==> src/rtl/irq_resolve_pkg.sv <==
package irq_resolve_pkg;

  localparam int IRQ_W     = 12;
  localparam int CAUSE_W   = 4;
  localparam int NUM_SRC   = 9;
  localparam int NUM_STAGE = 2;

  localparam logic [1:0] PRIV_U = 2'd0;
  localparam logic [1:0] PRIV_S = 2'd1;
  localparam logic [1:0] PRIV_M = 2'd3;

  typedef logic [IRQ_W-1:0] irqVec_t;

  // strobes from the control half to the datapath half
  typedef struct packed {
    logic bypass;   // flat machine-only resolution
    logic useS;     // supervisor stage exists in the chain
    logic mEn;      // machine level may take its bits
    logic sEn;      // supervisor level may take its bits
    logic uEn;      // user level may take its bits
  } ctrlStrobes_t;

  // rank 0 is the highest priority; levels M, S, U in turn,
  // and within a level: external, software, timer
  function automatic logic [CAUSE_W-1:0] prioCode(input int rank);
    int lvl;
    int kind;
    logic [CAUSE_W-1:0] base;
    logic [CAUSE_W-1:0] offs;
    lvl  = rank / 3;
    kind = rank % 3;
    base = (lvl == 0) ? 4'd3 : ((lvl == 1) ? 4'd1 : 4'd0);
    offs = (kind == 0) ? 4'd8 : ((kind == 1) ? 4'd0 : 4'd4);
    return base + offs;
  endfunction

endpackage

==> src/rtl/irq_level_ctrl.sv <==
module irq_level_ctrl
  import irq_resolve_pkg::*;
#(
  parameter bit HAS_SMODE = 1'b1,
  parameter bit HAS_UMODE = 1'b1,
  parameter bit HAS_UIRQ  = 1'b1
) (
  input  logic [1:0]   curPriv,
  input  logic         mIe,
  input  logic         sIe,
  input  logic         uIe,
  output ctrlStrobes_t strobes
);

  localparam bit FLAT = !HAS_UMODE || (!HAS_SMODE && !HAS_UIRQ);

  logic inM;
  logic inS;
  logic inU;

  assign inM = (curPriv == PRIV_M);
  assign inS = (curPriv == PRIV_S);
  assign inU = (curPriv == PRIV_U);

  always_comb begin
    strobes        = '0;
    strobes.bypass = FLAT;
    strobes.useS   = HAS_SMODE;
    // a level above the current privilege is always open
    strobes.mEn    = !inM || mIe;
    strobes.sEn    = HAS_SMODE && (inU || (inS && sIe));
    strobes.uEn    = HAS_UIRQ && inU && uIe;
  end

endmodule

==> src/rtl/irq_level_stage.sv <==
module irq_level_stage
  import irq_resolve_pkg::*;
(
  input  irqVec_t inVec,
  input  irqVec_t enVec,
  input  irqVec_t delegVec,
  input  logic    levelEn,
  output irqVec_t takeVec,
  output irqVec_t passVec,
  output logic    take,
  output logic    pass
);

  assign takeVec = inVec & enVec & ~delegVec;
  assign passVec = inVec & delegVec;
  assign take    = levelEn && (takeVec != '0);
  assign pass    = (passVec != '0);

endmodule

==> src/rtl/irq_prio_enc.sv <==
module irq_prio_enc
  import irq_resolve_pkg::*;
(
  input  irqVec_t              vec,
  output logic                 hit,
  output logic [CAUSE_W-1:0]   code
);

  always_comb begin
    hit  = 1'b0;
    code = '0;
    // walk from lowest to highest rank so the highest wins
    for (int r = NUM_SRC - 1; r >= 0; r--) begin
      if (vec[prioCode(r)]) begin
        hit  = 1'b1;
        code = prioCode(r);
      end
    end
  end

endmodule

==> src/rtl/irq_deleg_path.sv <==
module irq_deleg_path
  import irq_resolve_pkg::*;
#(
  parameter bit HAS_SMODE = 1'b1
) (
  input  irqVec_t      pendIrq,
  input  irqVec_t      enIrq,
  input  irqVec_t      mDeleg,
  input  irqVec_t      sDeleg,
  input  ctrlStrobes_t strobes,
  output irqVec_t      chosenVec,
  output logic [1:0]   chosenPriv,
  output logic         chosenAny
);

  irqVec_t stageIn   [NUM_STAGE];
  irqVec_t stageDel  [NUM_STAGE];
  logic    stageEn   [NUM_STAGE];
  irqVec_t takeVec   [NUM_STAGE];
  irqVec_t passVec   [NUM_STAGE];
  logic    take      [NUM_STAGE];
  logic    pass      [NUM_STAGE];

  irqVec_t effPend;
  irqVec_t uCand;
  logic    uCandAny;
  logic    sTake;

  assign effPend     = pendIrq & enIrq;
  assign stageIn[0]  = pendIrq;
  assign stageDel[0] = mDeleg;
  assign stageEn[0]  = strobes.mEn;
  assign stageDel[1] = sDeleg;
  assign stageEn[1]  = strobes.sEn;

  // chain: each stage sees what the stage above hands down
  for (genvar gi = 0; gi < NUM_STAGE; gi++) begin : g_stage
    if (gi > 0) begin : g_link
      assign stageIn[gi] = passVec[gi-1];
    end
    irq_level_stage u_stage (
      .inVec    (stageIn[gi]),
      .enVec    (enIrq),
      .delegVec (stageDel[gi]),
      .levelEn  (stageEn[gi]),
      .takeVec  (takeVec[gi]),
      .passVec  (passVec[gi]),
      .take     (take[gi]),
      .pass     (pass[gi])
    );
  end

  // hand-off to user level depends on whether S exists
  if (HAS_SMODE) begin : g_sChain
    assign sTake    = take[1];
    assign uCand    = passVec[1];
    assign uCandAny = pass[1];
  end else begin : g_noS
    assign sTake    = 1'b0;
    assign uCand    = passVec[0];
    assign uCandAny = pass[0];
  end

  always_comb begin
    chosenVec  = '0;
    chosenPriv = PRIV_U;
    chosenAny  = 1'b0;
    if (effPend == '0) begin
      chosenAny = 1'b0;
    end else if (strobes.bypass) begin
      chosenVec  = effPend;
      chosenPriv = PRIV_M;
      chosenAny  = 1'b1;
    end else if (take[0]) begin
      chosenVec  = takeVec[0];
      chosenPriv = PRIV_M;
      chosenAny  = 1'b1;
    end else if (pass[0]) begin
      if (strobes.useS && sTake) begin
        chosenVec  = takeVec[1];
        chosenPriv = PRIV_S;
        chosenAny  = 1'b1;
      end else if (uCandAny && strobes.uEn) begin
        chosenVec  = uCand;
        chosenPriv = PRIV_U;
        chosenAny  = 1'b1;
      end
    end
  end

endmodule

==> src/rtl/irq_resolve.sv <==
module irq_resolve
  import irq_resolve_pkg::*;
#(
  parameter bit HAS_SMODE = 1'b1,
  parameter bit HAS_UMODE = 1'b1,
  parameter bit HAS_UIRQ  = 1'b1
) (
  input  logic [11:0] pendIrq,
  input  logic [11:0] enIrq,
  input  logic [11:0] mDeleg,
  input  logic [11:0] sDeleg,
  input  logic [1:0]  curPriv,
  input  logic        mIe,
  input  logic        sIe,
  input  logic        uIe,
  output logic        irqValid,
  output logic [3:0]  irqCause,
  output logic [1:0]  irqTarget
);

  ctrlStrobes_t       strobes;
  irqVec_t            chosenVec;
  logic [1:0]         chosenPriv;
  logic               chosenAny;
  logic               hit;
  logic [CAUSE_W-1:0] code;

  irq_level_ctrl #(
    .HAS_SMODE (HAS_SMODE),
    .HAS_UMODE (HAS_UMODE),
    .HAS_UIRQ  (HAS_UIRQ)
  ) u_ctrl (
    .curPriv (curPriv),
    .mIe     (mIe),
    .sIe     (sIe),
    .uIe     (uIe),
    .strobes (strobes)
  );

  irq_deleg_path #(
    .HAS_SMODE (HAS_SMODE)
  ) u_path (
    .pendIrq    (pendIrq),
    .enIrq      (enIrq),
    .mDeleg     (mDeleg),
    .sDeleg     (sDeleg),
    .strobes    (strobes),
    .chosenVec  (chosenVec),
    .chosenPriv (chosenPriv),
    .chosenAny  (chosenAny)
  );

  irq_prio_enc u_enc (
    .vec  (chosenVec),
    .hit  (hit),
    .code (code)
  );

  assign irqValid  = chosenAny && hit;
  assign irqCause  = irqValid ? code : '0;
  assign irqTarget = irqValid ? chosenPriv : PRIV_U;

endmodule

==> config.mk <==
export PLATFORM = sky130hd
export DESIGN_NAME = irq_resolve
export DESIGN_NICKNAME = d
export VERILOG_FILES = /design/src/rtl/irq_resolve_pkg.sv /design/src/rtl/irq_level_ctrl.sv /design/src/rtl/irq_level_stage.sv /design/src/rtl/irq_prio_enc.sv /design/src/rtl/irq_deleg_path.sv /design/src/rtl/irq_resolve.sv
export SDC_FILE = /design/constraint.sdc
export NUM_CORES = 1
export LEC_CHECK = 0
export BUFFER_PORTS_ARGS = -buffer_cell sky130_fd_sc_hd__buf_2
export CORE_ASPECT_RATIO = 1.1
export CORE_MARGIN = 5
export CORE_UTILIZATION = 45
export DETAILED_ROUTE_END_ITERATION = 10
export MAX_ROUTING_LAYER = met4
export PLACE_DENSITY = 0.85
export SETUP_SLACK_MARGIN = 0.1
export SLEW_MARGIN = 20
export SYNTH_ARGS = -nofsm -noshare
export SYNTH_HDL_FRONTEND = slang
export SYNTH_SLANG_ARGS = --single-unit
==> constraint.sdc <==
create_clock -name vclk -period 3.9
set_input_delay 0.78 -clock vclk [all_inputs]
set_output_delay 0.78 -clock vclk [all_outputs]
set_load 0.05 [all_outputs]
; ---- Word level (Yosys, flattened, before mapping)
; Cells that the tools add are included.
[word_totals]
rom_bits = 0
output_inout_bits = 7
latchBits = 0
ram_bits = 0
memories = 0
wordCells = 59
regBits = 0
in_bits = 53
[op_classes]
mux = 34
shifts = 0
n_mul = 0
bitwise = 8
n_eq_ne = 2
n_reduce_logical = 15
n_lt_le_gt_ge = 0
addsub = 0
div_mod_pow = 0
[op_table]
columns = op, count
row1 = 12-bit AND, 6
row2 = 12-bit two-way mux, 5
row3 = 12-bit nonzero test, 4
row4 = 4-bit two-way mux, 8
row5 = 12-bit NOT, 2
row6 = 1-bit two-way mux, 15
row7 = 12-bit logical NOT, 1
row8 = 2-bit two-way mux, 4
row9 = 1-bit logical AND, 6
row10 = 3-bit two-way mux, 2
row11 = 2-bit by 1-bit == test with 1-bit output (second input constant), 1
row12 = 2-bit == test (second input constant), 1
row13 = 2-bit logical NOT, 1
row14 = 1-bit logical OR, 2
row15 = 1-bit logical NOT, 1

; ---- Depth between registers and ports, before layout
; Gate-level depths: netlist (run 1).
[logic_depth]
depth_word = 20
mapped_depth = 8

; ---- Hierarchy
; Synthesis (run 1) repeated with hierarchy kept, for this count alone.
[unflattened]
hier_cells = 206
hier_area_um2 = 1335.0
[by_module_without_submodules]
columns = mod, cells_per_inst, seq_area_each_um2, area_per_inst_um2, instances
row1 = irq_deleg_path, 85, 0.0, 626.9, 1
row2 = irq_level_stage, 46, 0.0, 262.8, 2
row3 = irq_prio_enc, 14, 0.0, 86.3, 1
row4 = irq_level_ctrl, 8, 0.0, 51.3, 1
row5 = irq_resolve, 7, 0.0, 45.0, 1

; ---- Least setup slack after synthesis (run 1)
; Ideal clock, no wire load.
[synth_timing]
kind = input -> output
start = in pendIrq[8]
end = out irqCause[3]
path_stages = 7
slack_ps = -65
t_arrival_ps = 3185
n_path_buf = 0
cell_sequence = and4b_1 > nand4b_1 > nor4_4 > a31oi_1 > a311oi_1 > a31oi_1 > o21ai_0
[synth_between]
elab_chain_len = 20
word_cells_on_any_way = 42
classes_between = mux: 27 / bitwise: 6 / reduce/logical: 9
[synth_rtl]
columns = element, line_no
row1 = from (decl), irq_resolve.sv:8  ; input logic [11:0] pendIrq,
row2 = 12-bit AND, irq_level_stage.sv:15  ; assign passVec = inVec & delegVec;
row3 = "12-bit AND, on equally long branches", "irq_level_stage.sv:15, irq_level_stage.sv:14"
row4 = 12-bit nonzero test or 12-bit AND (tied branches), "irq_level_stage.sv:17, irq_level_stage.sv:14"
row5 = 1-bit logical AND or 12-bit nonzero test (tied branches), "irq_deleg_path.sv:83, irq_level_stage.sv:16"
row6 = 12-bit two-way mux or 1-bit logical AND (tied branches), "irq_deleg_path.sv:83, irq_level_stage.sv:16"
row7 = 12-bit two-way mux, irq_deleg_path.sv:79  ; if (strobes.useS && sTake) begin
row8 = 12-bit two-way mux, irq_deleg_path.sv:78  ; end else if (pass[0]) begin
row9 = 12-bit two-way mux, irq_deleg_path.sv:74  ; end else if (take[0]) begin
row10 = 12-bit two-way mux, irq_deleg_path.sv:68  ; if (effPend == '0) begin
row11 = 1-bit two-way mux (9 in a row), irq_prio_enc.sv:14  ; if (vec[prioCode(r)]) begin
row12 = 1-bit logical AND, irq_resolve.sv:59  ; assign irqValid = chosenAny && hit;
row13 = 4-bit two-way mux *, irq_resolve.sv:60  ; assign irqCause = irqValid ? code : '0;
row14 = to (decl), irq_resolve.sv:17  ; output logic [3:0] irqCause,
; Every way passes the cells marked *; elsewhere a longest branch is shown, timed or not.

; ---- Worst setup path in the final report (run 1)
[layout_timing]
start = in enIrq[8]
end = out irqCause[2]
[layout_between]
elab_chain_len = 19
word_cells_on_any_way = 37
classes_between = mux: 27 / bitwise: 4 / reduce/logical: 6
[layout_rtl]
columns = element, line_no
row1 = from (decl), irq_resolve.sv:9  ; input logic [11:0] enIrq,
row2 = 12-bit AND (2 in a row), irq_level_stage.sv:14  ; assign takeVec = inVec & enVec & ~delegVec;
row3 = 12-bit nonzero test, irq_level_stage.sv:16  ; assign take = levelEn && (takeVec != '0);
row4 = 1-bit logical AND, irq_level_stage.sv:16
row5 = 12-bit two-way mux, irq_deleg_path.sv:79
row6 = 12-bit two-way mux, irq_deleg_path.sv:78
row7 = 12-bit two-way mux, irq_deleg_path.sv:74
row8 = 12-bit two-way mux, irq_deleg_path.sv:68
row9 = 1-bit two-way mux (9 in a row), irq_prio_enc.sv:14
row10 = 1-bit logical AND, irq_resolve.sv:59
row11 = 4-bit two-way mux *, irq_resolve.sv:60
; Marked as above.

==> flow_results.org, run 1 <==
** STA
- The hold violation count in the final report is 0.
- Slew margin rel. :: 0.5759
- Number of endpoints failing setup at the final stage :: 0
- Setup repair after global routing left no endpoint under its margin.
- Worst Tran Pin Value :: between 0.6 and 0.7 ns
- Summed over all failing endpoints, the final setup total negative slack is 0 ns.
- Timing would allow up to 268.7 MHz.
- Minimum clock period :: between 3 and 4 ns
- Final number of max-transition violations :: 0
- In the finished design, the share of the clock period the worst path needs comes to 0.9542.

** Setup path
- Counting both buffers and inverters, the worst setup path holds a total of 2.
- Cell Chain, Critical Path :: buf_2, and4b_1, nand4b_1, nor4_4, nand2b_4, a21oi_1, o32a_1, nor2b_1, o2111a_1, buf_6
- Setup crit start kind :: input pin
- Highest cell delay on the worst timing path :: 0.48 ns
- Data on the critical path is required at its endpoint by 3.12 ns.
- STA puts the critical path data arrival time at 2.94 ns.
- Of all nets on the critical path, the largest fanout is 7.
- Path type of the worst setup path :: in2out
- The cell family contributing the most delay on the critical path is simple AND/OR/NAND/NOR gates.
- The worst setup path is captured at an output port.
- Critical-path top delay cell :: sky130_fd_sc_hd__nor4_4

** Detailed routing
- After detailed routing, the average wire length per cell comes to 17.24 µm.
- # DRC :: 0
- Number of DRC markers after the initial detailed-route iteration :: 77
- In the routed layout, each cell is associated on average with a via count of 6.584.
- The detail route stage leaves a number of antenna-violating nets equal to 0.
- The pre-antenna-repair detailed-routing pass consisted of 4 iterations.
- Via total after detailed routing :: 1567
- The routed design has 4104 µm of wire.

** Status
- Run status :: complete, no violations

** GRT
- For this run, the total global-route usage over all layers was measured as 0.2641.
- The via count of the first global-routing pass came to ~1400.
- The initial antenna violation count was 0.
- GRT met1 Usage :: 0.3006
- Largest net degree at the start of global routing :: 9
- For this run, global-route usage on met2 was measured as 0.4699.
- The first global-routing pass estimated 6003 µm of wire.
- For this run, global-route usage on met3 was measured as 0.02872.
- The total overflow left after global routing is 0.
- Global routing's busiest layer :: met2

** Logic synthesis
- Seq/Total Area, Yosys :: 0
- Mapped Nets :: 195
- The mapped netlist covers 915.9 µm².
- Post-synth cell types :: 48
- Post-Syn Area per Cell :: 6.450 µm²
- Cells after Synth :: 142
- Synth Warn # :: 0

** Cells and area
- The design has 0 sequential cells.
- Final antenna diode count :: 0
- Once layout is done, the placed cells without fillers occupy around 1300 µm².
- Clock buffer instance count of the final layout :: 0
- Signed area change from the synthesized netlist to the final layout :: 46.59%
- Area occupied by registers :: 0 µm²
- After the last flow step, the layout net total stands at 265.
- Ratio of cells with drive above 1 in the final layout :: 0.3952

** Placed design
- Routability congestion estimate :: 1.050
- The wire-length estimate of the detail-placed layout is 3478 µm.
- The count of buffers added on input and output ports is 60.
- Once placement finished, the instance area stood at 1310 µm².

** Floorplanning
- Floorplan row count :: 17
- Die height :: ~57 µm
- The die covers 3039 µm².
- 60 I/O pins were placed.
- Starting Density :: 0.4630
- Area inside the core boundary :: ~2000 µm²
- Chip Width :: 53.02 µm

** Power
- IR analysis of the VDD net gives a maximum drop of 0.00009566 V.
- Power per cell area :: 158.0 nW/µm²
- The design draws about 0.00021 W.
- Static leakage :: between 0.6 and 0.7 nW

** Min path
- Worst hold-check path type :: in2out

** CTS
- Number of buffers added to fix hold violations after cts :: 0

** Flow run
- Max-cap violations in this run came to 0.
[repair_timing]
item	CTS	global route
resized for setup	0	10
buffers inserted	0	1
endpoints found under the setup margin	0	3
[area by class of cell]
| cell class | count | area [µm²] |
|---|---|---|
| Tap cell | 28 | 35.03 |
| Multi-Input combinational cell | 137 | 909.6 |
| Inverter | 4 | 15.01 |
| Fill cell | 188 | 635.6 |
| Timing Repair Buffer | 69 | 382.9 |
[tightest hold or removal path, delay by kind of cell]
| family | cells | cell delay (ns) |
|---|---|---|
| AOI/OAI and AO/OA | 2 | 0.18 |
| buffers and inverters | 2 | 0.25 |
| and+or+nand+nor | 1 | 0.11 |
[kinds of logic (layout without fill, tap and decap cells)]
family / after synthesis / after routing / synth area share
AO/OA/AOI/OAI: 52 / 52 / 0.4386
buffers and inverters: 5 / 73 / 0.02048
AND/OR/NAND/NOR: 85 / 85 / 0.5410
[path summary, 6_finish.rpt]
path | startpoint | endpoint | cells after the start
hold / removal | curPriv[1] | irqTarget[0] | 5
setup / recovery | enIrq[8] | irqCause[2] | 10
[power by group]
group | leakage, nW | internal [W] | total (W) | switching [W]
Combinational | 0.622 | 0.0000823 | 0.000212 | 0.000130
Clock | 0 | 0 | 0 | 0
Sequential | 0 | 0 | 0 | 0
[placed cells by master, fill, tap and decap left out, drive strengths merged, types with 3 or more instances in the layout]
| master | instances |
|---|---|
| buf | 69 |
| nor2 | 11 |
| nand4b | 12 |
| nand2 | 28 |
| o221ai | 3 |
| a22oi | 6 |
| nand3b | 3 |
| inv | 4 |
| a21oi | 5 |
| nand4 | 3 |
| nand3 | 7 |
| a31oi | 5 |
| o21ai | 9 |
| and3 | 6 |
[metal layers]
layer	share of wire	wire, µm	vias to the layer above
met1	0.35	1454	698
met2	0.50	2040	108
li1	-	-	734
met4	0.045	186	0
met5	0	0	-
met3	0.10	423	27
[cell usage after synthesis, types with 2 or more instances]
cell                        number  share of area
sky130_fd_sc_hd__nand2_1        27           0.11
sky130_fd_sc_hd__nand4b_1       12           0.11
sky130_fd_sc_hd__nor2_1         11          0.045
sky130_fd_sc_hd__o21ai_0         8          0.044
sky130_fd_sc_hd__nand3_1         7          0.038
sky130_fd_sc_hd__a22oi_1         6          0.049
sky130_fd_sc_hd__a31oi_1         5          0.034
sky130_fd_sc_hd__a21oi_1         4          0.022
sky130_fd_sc_hd__and3_1          4          0.027
sky130_fd_sc_hd__inv_1           4          0.016
sky130_fd_sc_hd__nand3b_1        3          0.025
sky130_fd_sc_hd__nand4_1         3          0.020
sky130_fd_sc_hd__a211oi_1        2          0.016
sky130_fd_sc_hd__a2bb2oi_1       2          0.019
sky130_fd_sc_hd__a32oi_1         2          0.019
sky130_fd_sc_hd__a41oi_1         2          0.019
sky130_fd_sc_hd__and2_1          2          0.014
sky130_fd_sc_hd__nor2b_1         2          0.014
sky130_fd_sc_hd__nor3_1          2          0.011
sky130_fd_sc_hd__o221ai_1        2          0.019
sky130_fd_sc_hd__o22ai_1         2          0.014
sky130_fd_sc_hd__o32a_1          2          0.022
sky130_fd_sc_hd__o32ai_1         2          0.019
sky130_fd_sc_hd__or2_2           2          0.014
[stage by stage]
stage	instances	utilization	hold slack, ns	setup slack (ns)
2_1_floorplan	142	-	1.903	0.1249
3_3_place_gp	237	0.6622	2.158	0.1440
3_5_place_dp	237	0.6622	2.158	0.1647
4_1_cts	237	0.6622	2.160	0.1603
5_1_grt	238	0.6787	2.133	0.1058
6_report	238	0.6787	2.108	0.1787
Power figures use the tool's default switching activity.
==> inputs of run 2 (changes only) <==
--- a/config.mk
+++ b/config.mk
@@ -12,6 +12,7 @@
 export DETAILED_ROUTE_END_ITERATION = 10
 export MAX_ROUTING_LAYER = met4
 export PLACE_DENSITY = 0.85
+export RECOVER_POWER = 25
 export SETUP_SLACK_MARGIN = 0.1
 export SLEW_MARGIN = 20
 export SYNTH_ARGS = -nofsm -noshare
==> run 2 against run 1 <==
Net effect: routed wire length down 0.19%; global-route usage unchanged; flip-flop and latch count unchanged; clock-buffer cell count unchanged; fmax about the same; non-clock buffer count unchanged; largest cell class unchanged; setup slack better by 0.0037 ns.
==> flow_results.org, run 2 (same netlist as run 1, synthesis figures left out) <==
** STA
- Of the available clock period, the critical path in the final layout requires 0.9532.
- Number of endpoints failing setup at the final stage :: 0
- Hold violation total from the final report :: 0
- Final hold slack :: 2.114 ns
- The worst path needs 3.718 ns of the cycle, external delays included.
- For the pin with the worst max-slew slack, the measured transition is between 0.6 and 0.7 ns.
- Setup repair after global routing left no endpoint under its margin.
- Final number of max-transition violations :: 0
- Fmax :: 269.0 MHz
- Setup Total Neg Slack :: 0 ns
- Slew margin rel. :: 0.5611

** Cells and area
- Filler cell count in the final layout :: 189
- The library cells used most frequently in the layout, excluding fill and tap cells, are sky130_fd_sc_hd__buf_2, sky130_fd_sc_hd__nand2_1, sky130_fd_sc_hd__nand4b_1.
- In the finished layout, the clock tree contains a buffer count of 0.
- Final antenna diode count :: 0
- Leaving out fill and tap cells, the most frequent cell in the layout is sky130_fd_sc_hd__buf_2.
- For this run, the post-layout net count is 265.
- Signed area change from the synthesized netlist to the final layout :: 46.45%
- Area occupied by registers :: 0 µm²
- Of the cells placed in the final design, the portion with a size suffix greater than 1 is 0.3905.
- The design has 0 sequential cells.

** Power
- Power spread over the standard cell area amounts to 157.5 nW/µm².
- Worst supply voltage drop on vdd :: 0.00009551 V
- For this design the static power due to leakage is 0.6191 nW.

** GRT
- Entering global routing, the biggest net connects 9 pins.
- GR Overflow Total :: 0
- Combined global-route utilization of all metal layers :: 0.2641
- Antenna violations before repair :: 0
- Vias in the first global route :: 1378
- First-pass GRT wire length :: 6003 µm

** Detailed routing
- Total Wirelength :: 4096 µm
- After detailed routing, the average wire length per cell comes to 17.21 µm.
- # DRC :: 0
- Final antenna-violating net count :: 0
- For this run, the detailed router's first-pass iteration total came to 4.
- For this block, the via count after detailed routing is 1569.
- Using the TritonRoute via totals, the vias-per-cell ratio works out to 6.592.
- In this run, the number of DRC markers left after iteration 0 of detailed routing was 77.

** CTS
- For this design, the CTS-stage hold fixing added 0 buffers.

** Setup path
- CP Max Fanout :: 5
- Worst Path Arrival :: roughly 3 ns
- At the worst endpoint, the required time is 3.12 ns.
- The critical path in this run is classified as in2out.
- The worst setup path is launched from an input pin.
- The worst setup path is captured at an output port.

** Placed design
- # port buffers :: 60
- Routability-driven placement finished with a final weighted congestion of 1.050.
- Half-perimeter wire length of the detailed placement result :: 3478 µm

** Floorplanning
- Starting Density :: 0.4630
- Die height :: roughly 57 µm
- Area inside the core boundary :: 1978 µm²
- Chip Width :: approximately 53 µm
- The floorplan has 17 rows.
- The floorplan step defined a die boundary enclosing 3039 µm².
- For this design the top-level I/O count stands at 60.

** Status
- Run status :: complete, no violations

** Flow run
- The tool flagged a number of max-cap violations equal to 0.

** Min path
- Worst hold-check path type :: in2out
run 2: final timing paths:
check | slack [ns] | cells after the start | startpoint | to
max | 0.18 | 11 | pendIrq[3] | irqCause[3]
min | 2.11 | 5 | curPriv[1] | irqTarget[0]
run 2: per-stage QoR:
stage,cells,total power (W),worst slack [ns],util,cell area [µm²]
floorplan,142,0.0001181,0.1249,-,918.4
global placement,237,0.0001951,0.1440,0.6622,1310
detailed placement,237,0.0001969,0.1647,0.6622,1310
CTS,237,0.0001972,0.1603,0.6622,1310
global route,238,0.0002232,0.1058,0.6781,1341
finish,238,0.0002113,0.1823,0.6781,1341
run 2: critical path: stages:
cell	delay, ns
sky130_fd_sc_hd__buf_2	0.13
sky130_fd_sc_hd__nand2_1	0.16
sky130_fd_sc_hd__o221ai_2	0.15
sky130_fd_sc_hd__or4_4	0.58
sky130_fd_sc_hd__o21ai_4	0.16
sky130_fd_sc_hd__buf_4	0.16
sky130_fd_sc_hd__and2_1	0.20
sky130_fd_sc_hd__o21ai_0	0.11
sky130_fd_sc_hd__a31oi_1	0.20
sky130_fd_sc_hd__o21ai_1	0.10
sky130_fd_sc_hd__buf_2	0.22
run 2: layout make-up:
class | count | area, µm² | share of cell area
multi-input combinational | 137 | 909.6 | 0.6782
timing repair buffer | 69 | 381.6 | 0.2845
tap | 28 | 35.03 | 0.02612
inverter | 4 | 15.01 | 0.01119
run 2: per-layer routing:
metal | routed length, µm | part of all wire | track usage
met5 | 0 | 0 | -
met4 | 170 | 0.042 | 0.08394
met1 | 1473 | 0.36 | 0.3006
met2 | 2034 | 0.50 | 0.4699
met3 | 418 | 0.10 | 0.02872
run 2: timing repair:
action	in CTS	in global routing
resized for setup	0	10
setup endpoints to repair	0	3
hold endpoints to repair	0	0
setup buffers	0	1
run 2: power by group:
group          leakage [nW]  internal, W  total (W)  switching [W]
Clock                     0            0          0              0
Sequential                0            0          0              0
Combinational         0.619    0.0000820   0.000211       0.000129
Total                 0.619    0.0000820   0.000211       0.000129
==> inputs of run 3 (changes only) <==
--- a/config.mk
+++ b/config.mk
@@ -14,7 +14,8 @@
 export PLACE_DENSITY = 0.85
 export RECOVER_POWER = 25
 export SETUP_SLACK_MARGIN = 0.1
-export SLEW_MARGIN = 20
+export SLEW_MARGIN = 25
 export SYNTH_ARGS = -nofsm -noshare
 export SYNTH_HDL_FRONTEND = slang
 export SYNTH_SLANG_ARGS = --single-unit
+export TNS_END_PERCENT = 50
==> constraint.sdc (replaced) <==
create_clock -name vclk -period 3.9
set_input_delay 0.39 -clock vclk [all_inputs]
set_output_delay 0.39 -clock vclk [all_outputs]
set_load 0.05 [all_outputs]
==> run 3 against run 2 <==
Net effect: final cell count down 2.9%; fmax up 15%; worst hold slack worse by 0.74 ns; die area unchanged; total power down 9.3%; global-route usage up 0.27 points; combinational power down 9%; design area down 6.0%; largest power group unchanged.
==> flow_results.org, run 3 (same netlist as run 1, synthesis figures left out) <==
** Status
- The flow ran to the end, and the final reports show no timing, DRC or antenna violations.

** CTS
- In this run the post-CTS setup repair buffer count came out at 0.
- Hold repair after CTS inserted 0 buffers.
- In this run, post-CTS repair resized a total of 0 instances.

** Cells and area
- Most common library cell in the layout ignoring fill and taps :: sky130_fd_sc_hd__buf_2
- In the final layout, flip-flops and latches occupy 0 µm².
- After the last flow step, the layout net total stands at 258.
- The design has 0 sequential cells.
- Post-route insts no fill :: 231
- Final antenna diode count :: 0
- Signed area change from the synthesized netlist to the final layout :: 37.71%
- Highest-count cells in the layout ignoring fill and taps :: sky130_fd_sc_hd__buf_2, sky130_fd_sc_hd__nand2_1, sky130_fd_sc_hd__nand4b_1
- Clock buffers in the final layout number 0.
- Of the cells placed in the final design, the portion with a size suffix greater than 1 is 0.3547.

** STA
- Setup repair after global routing left no endpoint under its margin.
- The number of slew-limit violations in the final report came to 0.
- Part of the cycle the worst path needs :: 0.8276
- Slew margin rel. :: 0.6075
- The hold violation count in the final report was 0.
- Static timing analysis puts the maximum clock frequency at 309.8 MHz.
- At the pin with the least slew margin, the transition time is 0.5912 ns.
- Number of endpoints failing setup at the final stage :: 0
- Minimum clock period :: 3.228 ns
- Setup Total Neg Slack :: 0 ns

** Placed design
- Half-perimeter wire length of the detailed placement result :: 3363 µm
- At the end of routability-driven placement, the weighted congestion stood at 0.9405.
- Number of placed instances with taps included :: 231
- Buffers placed on the I/O ports in this run total 60.

** Detailed routing
- Ratio of routed vias to standard cells :: approximately 6.6
- Via total after detailed routing :: 1518
- Number of DRC markers after the initial detailed-route iteration :: 62
- Final antenna-violating net count :: 0
- In the final routed layout, each cell accounts on average for 16.94 µm.
- The first TritonRoute pass finished after 5 iterations.
- In the routed design, unresolved DRC markers number 0.
- Wires add up to between 3000 and 4000 µm.

** Power
- For this design the static power due to leakage is between 0.5 and 0.6 nW.
- The design draws 0.0001916 W.
- Clock share of power :: 0
- Worst supply voltage drop on vdd :: 0.0001089 V
- Proportion of total power due to net switching :: 0.6464
- The analysis attributes to net switching a power of ~0.00012 W.
- Dividing total power by cell area gives a power density of 151.9 nW/µm².
- Internal power comes to between 0.00006 and 0.00007 W.
- Seq pwr share :: 0
- Combinational share of power :: 1.000

** GRT
- Combined global-route utilization of all metal layers :: 0.2668
- GR Overflow Total :: 0
- Antenna violations before repair :: 0
- The first global-routing pass estimated 6147 µm of wire.
- Vias in the first global route :: about 1400
- Largest net degree at the start of global routing :: 9

** Min path
- In this run the worst hold path is classified as in2out.

** Setup path
- Among all stages on the critical path, the largest delay is contributed by sky130_fd_sc_hd__or4_4.
- The kind of cell with the highest combined delay along the critical path is simple AND/OR/NAND/NOR gates.
- Path type of the worst setup path :: in2out
- Highest cell delay on the worst timing path :: 0.59 ns
- Data arrives at the worst endpoint at 2.84 ns.
- Critical path buffer and inverter count :: 2
- Setup crit start kind :: input pin
- In this design, the critical path's most frequently occurring cell is sky130_fd_sc_hd__buf_2.
- Walking the worst path, the cells encountered are buf_2, nand2_1, o221ai_2, or4_4, o21ai_4, nand2_2, o32a_1, nor2b_1, o2111a_1, buf_2.
- In this run the worst path has a maximum fanout of 7.
- Required time at the endpoint of the critical path :: 3.51 ns
- Critical Path Sink Type :: output port

** Floorplanning
- The die covers just over 3000 µm².
- Area inside the core boundary :: 1978 µm²
- Starting Density :: 0.4630
- Measured along the y axis, the die boundary spans 57.32 µm.
- Top-level I/O count :: 60
- Measured along the x axis, the die boundary spans 53.02 µm.
- The floorplan has 17 rows.

** Flow run
- The tool flagged a number of max-cap violations equal to 0.
-- run 3: cell count changes in the layout (fill, tap and decap cells not counted) --
cell / before / now
sky130_fd_sc_hd__nand2b_1: 0 / 1
sky130_fd_sc_hd__buf_6: 2 / 0
sky130_fd_sc_hd__nand2_1: 26 / 27
sky130_fd_sc_hd__o21ai_0: 7 / 8
sky130_fd_sc_hd__nand2_2: 2 / 1
sky130_fd_sc_hd__o21ai_1: 1 / 0
sky130_fd_sc_hd__nand2b_4: 1 / 0
sky130_fd_sc_hd__buf_4: 10 / 2
sky130_fd_sc_hd__nor2_2: 1 / 0
sky130_fd_sc_hd__nor2_1: 10 / 11
sky130_fd_sc_hd__buf_2: 56 / 59
-- run 3: routing by layer --
metal  global-route usage  routed length [µm]
met5                    -                   0
met4              0.06934                  30
met2               0.4894                2059
met3             0.007833                 364
met1               0.3100                1459
-- run 3: worst paths after layout --
check / startpoint / slack, ns / end / cells past startpoint
worst max-delay path: pendIrq[3] / 0.67 / irqCause[2] / 10
worst min-delay path: mDeleg[11] / 1.38 / irqCause[3] / 4
-- run 3: power groups by stage --
stage	Clock (W)	Sequential [W]	Combinational [W]
final	0	0	0.000192
after floorplan	0	0	0.000117
after detailed placement	0	0	0.000189
after global routing	0	0	0.000206
after CTS	0	0	0.000189
after global placement	0	0	0.000188
-- run 3: area by class of cell --
cell class	instances	area [µm²]
multi-input cells	137	897.1
fillers	197	716.9
repair buffers	62	314.1
well taps	28	35.03
inverters	4	15.01
-- run 3: through the flow --
step           instance area, µm²  setup WS (ns)  hold slack [ns]    util
4_1_cts                      1262         0.6974            1.378  0.6382
3_5_place_dp                 1262         0.7012            1.381  0.6382
6_report                     1261         0.6723            1.378  0.6376
3_3_place_gp                 1262         0.7102            1.376  0.6382
2_1_floorplan               915.9         0.7154            1.123       -
5_1_grt                      1261         0.5436            1.406  0.6376
-- run 3: tightest hold or removal path, delay by kind of cell --
kind / cells / cell delay [ns]
compound gates: 2 / 0.25
buf+inv: 2 / 0.34
